--- config.mk ---
export PLATFORM = sky130hd
export DESIGN_NAME = fec_flit_enc
export DESIGN_NICKNAME = d
export VERILOG_FILES = /design/src/rtl/fec_flit_pkg.sv /design/src/rtl/fec_pos_track.sv /design/src/rtl/fec_grp_lfsr.sv /design/src/rtl/fec_chk_seq.sv /design/src/rtl/fec_flit_enc.sv
export SDC_FILE = /design/constraint.sdc
export NUM_CORES = 1
export LEC_CHECK = 0
export ABC_AREA = 1
export ABC_CLOCK_PERIOD_IN_PS = 4270
export CAP_MARGIN = 10
export CORE_MARGIN = 2
export CORE_UTILIZATION = 70
export CTS_CLUSTER_SIZE = 30
export DETAILED_ROUTE_END_ITERATION = 12
export DONT_BUFFER_PORTS = 1
export PLACE_DENSITY = 0.93
export SLEW_MARGIN = 10
export SYNTH_ARGS = -nofsm -noshare
export SYNTH_HDL_FRONTEND = slang
export SYNTH_SLANG_ARGS = --single-unit
--- constraint.sdc ---
create_clock -name clk -period 4.27 [get_ports clk]
set_clock_uncertainty 0.1 [all_clocks]
set_input_delay 0.427 -clock clk [delete_from_list [all_inputs] [get_ports clk]]
set_output_delay 0.427 -clock clk [all_outputs]
set_load 0.05 [all_outputs]
--- src/rtl/fec_flit_pkg.sv ---
package fec_flit_pkg;

  typedef logic [7:0] gf_t;

  // Low byte of the field polynomial x^8+x^4+x^3+x^2+1.
  localparam gf_t GF_POLY_LO = 8'h1D;

  // Two-byte remainder of one group: hi is the x^1 term, lo is the x^0 term.
  typedef struct packed {
    gf_t hi;
    gf_t lo;
  } rs_par_t;

  // Multiply by the field generator.
  function automatic gf_t gf_xtime(gf_t a);
    gf_t r;
    r = {a[6:0], 1'b0};
    if (a[7]) r = r ^ GF_POLY_LO;
    return r;
  endfunction

  // General field multiply, shift and add.
  function automatic gf_t gf_mul(gf_t a, gf_t b);
    gf_t acc;
    gf_t x;
    acc = '0;
    x   = a;
    for (int i = 0; i < 8; i++) begin
      if (b[i]) acc = acc ^ x;
      x = gf_xtime(x);
    end
    return acc;
  endfunction

  // One data byte into a degree-2 remainder divider with generator x^2+g1*x+g0.
  function automatic rs_par_t rs_step(rs_par_t s, gf_t d, gf_t g1, gf_t g0);
    rs_par_t r;
    gf_t     fb;
    fb   = d ^ s.hi;
    r.hi = s.lo ^ gf_mul(fb, g1);
    r.lo = gf_mul(fb, g0);
    return r;
  endfunction

endpackage

--- src/rtl/fec_pos_track.sv ---
module fec_pos_track #(
  parameter int PROT_BYTES = 250,
  parameter int NUM_GRP    = 3,
  localparam int POS_W     = $clog2(PROT_BYTES),
  localparam int GRP_W     = (NUM_GRP > 1) ? $clog2(NUM_GRP) : 1
) (
  input  logic             clk,
  input  logic             rst_n,
  input  logic             acc,
  input  logic             sof,
  input  logic             eof,
  output logic [POS_W-1:0] eff_pos,
  output logic [GRP_W-1:0] eff_grp,
  output logic             last_evt,
  output logic             abort_evt
);

  localparam logic [POS_W-1:0] LAST_POS = POS_W'(PROT_BYTES - 1);
  localparam logic [GRP_W-1:0] LAST_GRP = GRP_W'(NUM_GRP - 1);

  logic [POS_W-1:0] pos_q;
  logic [GRP_W-1:0] grp_q;

  // A start marker forces the current byte to position 0, group 0.
  always_comb begin
    eff_pos = sof ? '0 : pos_q;
    eff_grp = sof ? '0 : grp_q;
  end

  assign last_evt  = acc & (eff_pos == LAST_POS);
  assign abort_evt = acc & eof & (eff_pos != LAST_POS);

  always_ff @(posedge clk) begin
    if (!rst_n) begin
      pos_q <= '0;
      grp_q <= '0;
    end else if (acc) begin
      if (last_evt || abort_evt) begin
        pos_q <= '0;
        grp_q <= '0;
      end else begin
        pos_q <= eff_pos + POS_W'(1);
        grp_q <= (eff_grp == LAST_GRP) ? '0 : eff_grp + GRP_W'(1);
      end
    end
  end

endmodule

--- src/rtl/fec_grp_lfsr.sv ---
module fec_grp_lfsr
  import fec_flit_pkg::*;
#(
  parameter logic [7:0] ROOT = 8'h02
) (
  input  logic    clk,
  input  logic    rst_n,
  input  logic    upd,
  input  logic    restart,
  input  logic    flush,
  input  gf_t     d,
  output rs_par_t par
);

  // Generator (x+1)(x+ROOT) = x^2 + (1^ROOT)x + ROOT.
  localparam gf_t G1 = 8'h01 ^ ROOT;
  localparam gf_t G0 = ROOT;

  rs_par_t seed;
  assign seed = restart ? '0 : par;

  always_ff @(posedge clk) begin
    if (!rst_n) begin
      par <= '0;
    end else if (flush) begin
      par <= '0;
    end else if (upd) begin
      par <= rs_step(seed, d, G1, G0);
    end else if (restart) begin
      par <= '0;
    end
  end

endmodule

--- src/rtl/fec_chk_seq.sv ---
module fec_chk_seq
  import fec_flit_pkg::*;
#(
  parameter int NUM_GRP = 3,
  localparam int GRP_W  = (NUM_GRP > 1) ? $clog2(NUM_GRP) : 1
) (
  input  logic    clk,
  input  logic    rst_n,
  input  logic    start,
  input  logic    adv,
  input  rs_par_t par [NUM_GRP],
  output logic    active,
  output gf_t     chk_byte,
  output logic    last_beat,
  output logic    done_evt
);

  localparam logic [GRP_W-1:0] LAST_GRP = GRP_W'(NUM_GRP - 1);

  logic [GRP_W-1:0] grp_sel;
  logic             byte_sel;

  // Order: first byte of every group, then second byte of every group.
  always_comb begin
    chk_byte = '0;
    for (int g = 0; g < NUM_GRP; g++) begin
      if (grp_sel == GRP_W'(g)) chk_byte = byte_sel ? par[g].lo : par[g].hi;
    end
  end

  assign last_beat = active & byte_sel & (grp_sel == LAST_GRP);
  assign done_evt  = last_beat & adv;

  always_ff @(posedge clk) begin
    if (!rst_n) begin
      active   <= 1'b0;
      grp_sel  <= '0;
      byte_sel <= 1'b0;
    end else if (start) begin
      active   <= 1'b1;
      grp_sel  <= '0;
      byte_sel <= 1'b0;
    end else if (active && adv) begin
      if (grp_sel == LAST_GRP) begin
        grp_sel <= '0;
        if (byte_sel) begin
          active   <= 1'b0;
          byte_sel <= 1'b0;
        end else begin
          byte_sel <= 1'b1;
        end
      end else begin
        grp_sel <= grp_sel + GRP_W'(1);
      end
    end
  end

endmodule

--- src/rtl/fec_flit_enc.sv ---
module fec_flit_enc
  import fec_flit_pkg::*;
#(
  parameter int         FLIT_BYTES = 256,
  parameter int         NUM_GRP    = 3,
  parameter logic [7:0] ROOT       = 8'h02
) (
  input  logic       clk,
  input  logic       rst_n,
  input  logic       in_valid,
  output logic       in_ready,
  input  logic [7:0] in_data,
  input  logic       in_sof,
  input  logic       in_eof,
  output logic       out_valid,
  input  logic       out_ready,
  output logic [7:0] out_data,
  output logic       out_sof,
  output logic       out_chk,
  output logic       out_eof
);

  localparam int CHK_PER_GRP = 2;
  localparam int NUM_CHK     = NUM_GRP * CHK_PER_GRP;
  localparam int PROT_BYTES  = FLIT_BYTES - NUM_CHK;
  localparam int POS_W       = $clog2(PROT_BYTES);
  localparam int GRP_W       = (NUM_GRP > 1) ? $clog2(NUM_GRP) : 1;

  // Named internal events, also used by the checker.
  logic             acc_evt;
  logic             last_evt;
  logic             abort_evt;
  logic             restart_evt;
  logic             chk_done_evt;
  logic             chk_active;
  logic             chk_last;
  logic [POS_W-1:0] eff_pos;
  logic [GRP_W-1:0] eff_grp;
  gf_t              chk_byte;
  rs_par_t          grp_par [NUM_GRP];

  assign in_ready    = ~chk_active & out_ready;
  assign acc_evt     = in_valid & in_ready;
  assign restart_evt = acc_evt & in_sof;

  fec_pos_track #(
    .PROT_BYTES (PROT_BYTES),
    .NUM_GRP    (NUM_GRP)
  ) u_pos (
    .clk       (clk),
    .rst_n     (rst_n),
    .acc       (acc_evt),
    .sof       (in_sof),
    .eof       (in_eof),
    .eff_pos   (eff_pos),
    .eff_grp   (eff_grp),
    .last_evt  (last_evt),
    .abort_evt (abort_evt)
  );

  for (genvar g = 0; g < NUM_GRP; g++) begin : g_grp
    logic upd_g;
    assign upd_g = acc_evt & (eff_grp == GRP_W'(g));

    fec_grp_lfsr #(
      .ROOT (ROOT)
    ) u_lfsr (
      .clk     (clk),
      .rst_n   (rst_n),
      .upd     (upd_g),
      .restart (restart_evt),
      .flush   (abort_evt | chk_done_evt),
      .d       (in_data),
      .par     (grp_par[g])
    );
  end

  fec_chk_seq #(
    .NUM_GRP (NUM_GRP)
  ) u_seq (
    .clk       (clk),
    .rst_n     (rst_n),
    .start     (last_evt),
    .adv       (out_ready),
    .par       (grp_par),
    .active    (chk_active),
    .chk_byte  (chk_byte),
    .last_beat (chk_last),
    .done_evt  (chk_done_evt)
  );

  assign out_valid = chk_active | in_valid;
  assign out_data  = chk_active ? chk_byte : in_data;
  assign out_sof   = ~chk_active & in_valid & in_sof;
  assign out_chk   = chk_active;
  assign out_eof   = chk_last;

endmodule

==> summary.md <==
| Metric | Value |
|---|---|
| Status | `finished, final reports clean` |
| Post-Syn Instances | `852` |
| Total wire length | `13.41 mm` |
| Worst rel slew slack | `0.1976` |
| Final #Nets | `853` |
| Post-synth EDFFs | `0` |
| Die width | `86 um` |
| Async S/R FF share, synth | `0` |
| GPL Wtd Cong | `0.8960` |
| FP Rows | `29` |
| Crit path cell chain | `buf_4, inv_1, o21ai_0, o22ai_1, o21ai_0, o21ai_1` |
| Die height | `86 um` |
| Share of cells above drive strength 1 | `0.04756` |
| DP Wirelength | `9.249 mm` |
| Clock root buffer | `clkbuf_8` |
| Gr usage total | `0.3726` |
| DRC errors left | `0` |
| Number of vias per cell | `6.062` |
| TNS Setup | `0 ns` |
| IR drop worst, VDD | `234.4 uV` |
| Worst Max-Slew Pin Slew | `1.199 ns` |
| CTS Buf Count | `9` |
| Hold WS | `0.09163 ns` |
| 1st-iter DRT viols | `861` |
| # setup viols final | `0` |
| Port buffer count | `0` |
| Post-DRT Antenna Nets | `0` |
| Pwr dens | `278.1 nW/um^2` |
| H-Tree Depth | `3` |
| Cell mode on critical path | `o21ai_0` |
| Vias in the first global route | `5066` |
| Worst path max stage delay | `0.58 ns` |
| Synthesized area per cell | `5.525 sq um` |
| Post-Synth XOR/XNOR Area | `0.01302` |
| Worst-path clk slew | `0.06 ns` |
| CTS tree | `yes` |
| Yosys reg bits | `62` |
| Mux cell area share after synthesis | `0` |
| Yosys cell types | `27` |
| Slowest CP cell | `o21ai_1` |
| Simple-gate area share of the yosys netlist | `0.4484` |
| Worst skew pair latency | `0.36 ns` |
| Crit Path Class | `reg2out` |
| TritonRoute pass-1 iters | `8` |
| Fmax | `318.5 MHz` |
| Static leakage | `2.536 nW` |
| Final cycle utilization of the critical path | `0.7354` |
| Startpoint Class | `register` |
| Critical-path maximum fanout | `31` |
| Min Tclk post-route | `3.140 ns` |
| Die area | `7396 sq um` |
| Via count | `5565` |
| Grt ovf | `0` |
| Total clock sinks | `62` |
| Synth top area cells | `nand2_1 (28%), dfxtp_1 (26%), nand3_1 (9.5%), inv_1 (7.2%), a21oi_1 (6.9%)` |
| Cell family with most CP delay | `compound AO/OA/AOI/OAI gates` |
| Non-filler instance count after layout | `918` |
| Share of the synthesized area in the top cell type | `0.2823` |
| Critical Path RT | `3.74 ns` |
| Max cap viols | `0` |
| Synthesized cell area | `4707 sq um` |
| Min-Delay Path Class | `in2reg` |
| Endpoints failing hold | `0` |
| Max Slew Vio Count | `0` |
| Cts hold-fix bufs | `0` |
| YS warnings | `0` |
| Cts repair resizes | `0` |
| Core area | `6422 sq um` |
| First-pass GRT wire length | `22.18 mm` |
| Max Root-Sink Buffers | `2` |
| Compound-Gate Fraction of Synth Area | `0.1568` |
| Worst Path Buf+Inv | `2` |
| Area growth from synthesis to layout | `3.190%` |
| Crit path DAT | `2.61 ns` |
| Top FF cell, synth | `dfxtp_1` |
| Initial antenna violation count | `0` |
| Area leader, netlist | `nand2_1` |
| Placed Cells | `903` |
| Num ports | `27` |
| Number of fill cells | `518` |
| Register area share after synthesis | `0.2637` |
| Largest net degree at the start of global routing | `68` |
| RSZ-0062 raised after global routing | `no` |
| WL per Instance | `14.60 um` |
| Largest family of logic cells by synthesized area | `simple AND/OR/NAND/NOR gates` |
| CP Capture Type | `output pin` |
| Ant. Diodes | `0` |
| Adder-Cell Fraction of Synth Area | `0.005316` |
| Syn Nets | `868` |
| Starting Density | `0.7329` |
| # Post-CTS Setup Buffers | `0` |
-- synth_stat cells, types with 7 or more instances --
cell type  count
nand2_1      354
inv_1         90
nand3_1       89
a21oi_1       65
dfxtp_1       62
o21ai_0       58
nor2_1        46
buf_2         13
clkbuf_1       9
nand2_2        9
o22ai_1        8
nor3_1         7
o21ai_1        7
-- report_power, final --
part           switching (mW)  total, mW  internal, mW
clock                   0.234      0.506         0.272
combinational           0.178      0.242        0.0643
sequential             0.0109      0.603         0.592
-- state kept, by name, indices dropped and copies added, names as in the netlist --
| signal | cells |
|---|---|
| u_pos.pos_q | 8 |
| g_grp.u_lfsr.par | 48 |
| u_seq.active | 1 |
| u_seq.grp_sel | 2 |
| u_seq.byte_sel | 1 |
| u_pos.grp_q | 2 |
-- final timing paths --
| path | from | to | slack [ns] | depth (start not counted) |
|---|---|---|---|---|
| worst max register to register | u_seq.active$_SDFFE_PN0P_ | g_grp[0].u_lfsr.par[13]$_SDFF_PP0_ | 1.28 | 11 |
| worst max-delay path | u_seq.byte_sel$_SDFFE_PP0P_ | out_data[6] | 1.13 | 6 |
| worst min register to register | u_pos.pos_q[1]$_SDFFE_PN0N_ | u_pos.pos_q[1]$_SDFFE_PN0N_ | 0.39 | 2 |
| worst min-delay path | rst_n | u_seq.active$_SDFFE_PN0P_ | 0.09 | 1 |
-- logic make-up after synthesis --
family          after synthesis
simple gates                512
compound gates              143
buf+inv                     126
flops                        62
xor+xnor                      7
fa+ha+maj                     2
-- stage by stage --
| stage | power, mW | area, sq um | utilization | setup slack [ns] |
|---|---|---|---|---|
| 6_report | 1.351 | 4857 | 0.7563 | 1.130 |
| 5_1_grt | 1.402 | 4857 | 0.7563 | 1.087 |
| 4_1_cts | 1.341 | 4857 | 0.7563 | 1.178 |
| 3_5_place_dp | 0.8476 | 4671 | 0.7273 | 1.326 |
| 3_3_place_gp | 0.8365 | 4671 | 0.7273 | 1.461 |
| 2_1_floorplan | 0.8083 | 4707 | - | 1.595 |
-- cell type report --
type	count	area (sq um)	share of cell area
well taps	77	96.34	0.01984
multi-input cells	664	2943	0.6059
clock buffers	15	186.4	0.03838
flip-flops and latches	62	1241	0.2555
repair buffers	4	30.03	0.006182
inverters	96	360.3	0.07419
-- cell usage in the layout (no fill, tap or decap) --
cell      netlist  layout
nand2_1       354     353
inv_1          90      90
nand3_1        89      89
a21oi_1        65      65
dfxtp_1        62      62
o21ai_0        58      50
nor2_1         46      46
o21ai_1         7      15
clkbuf_8        0      13
nand2_2         9      10
o22ai_1         8       8
nor3_1          7       6
inv_2           5       5
xor2_1          4       4
buf_4           5       4
nor2_4          3       3
xnor2_1         3       3
a22oi_1         3       3
nor3_2          1       2
or2_2           2       2
ha_1            2       2
clkbuf_1        9       2
nor3_4          1       1
clkinv_1        1       1
a22o_1          1       1
a31oi_1         1       1
-- routing by layer --
layer / routed length, um / track usage / up-vias / part of all wire
li1: - / - / 2676 / -
met5: 0 / 0 / - / 0
met3: 1511 / 0.07700 / 62 / 0.11
met4: 549 / 0.1977 / 0 / 0.041
met2: 6170 / 0.6244 / 372 / 0.46
met1: 5175 / 0.4470 / 2455 / 0.39
No activity file was read; power rests on OpenSTA's default activity.
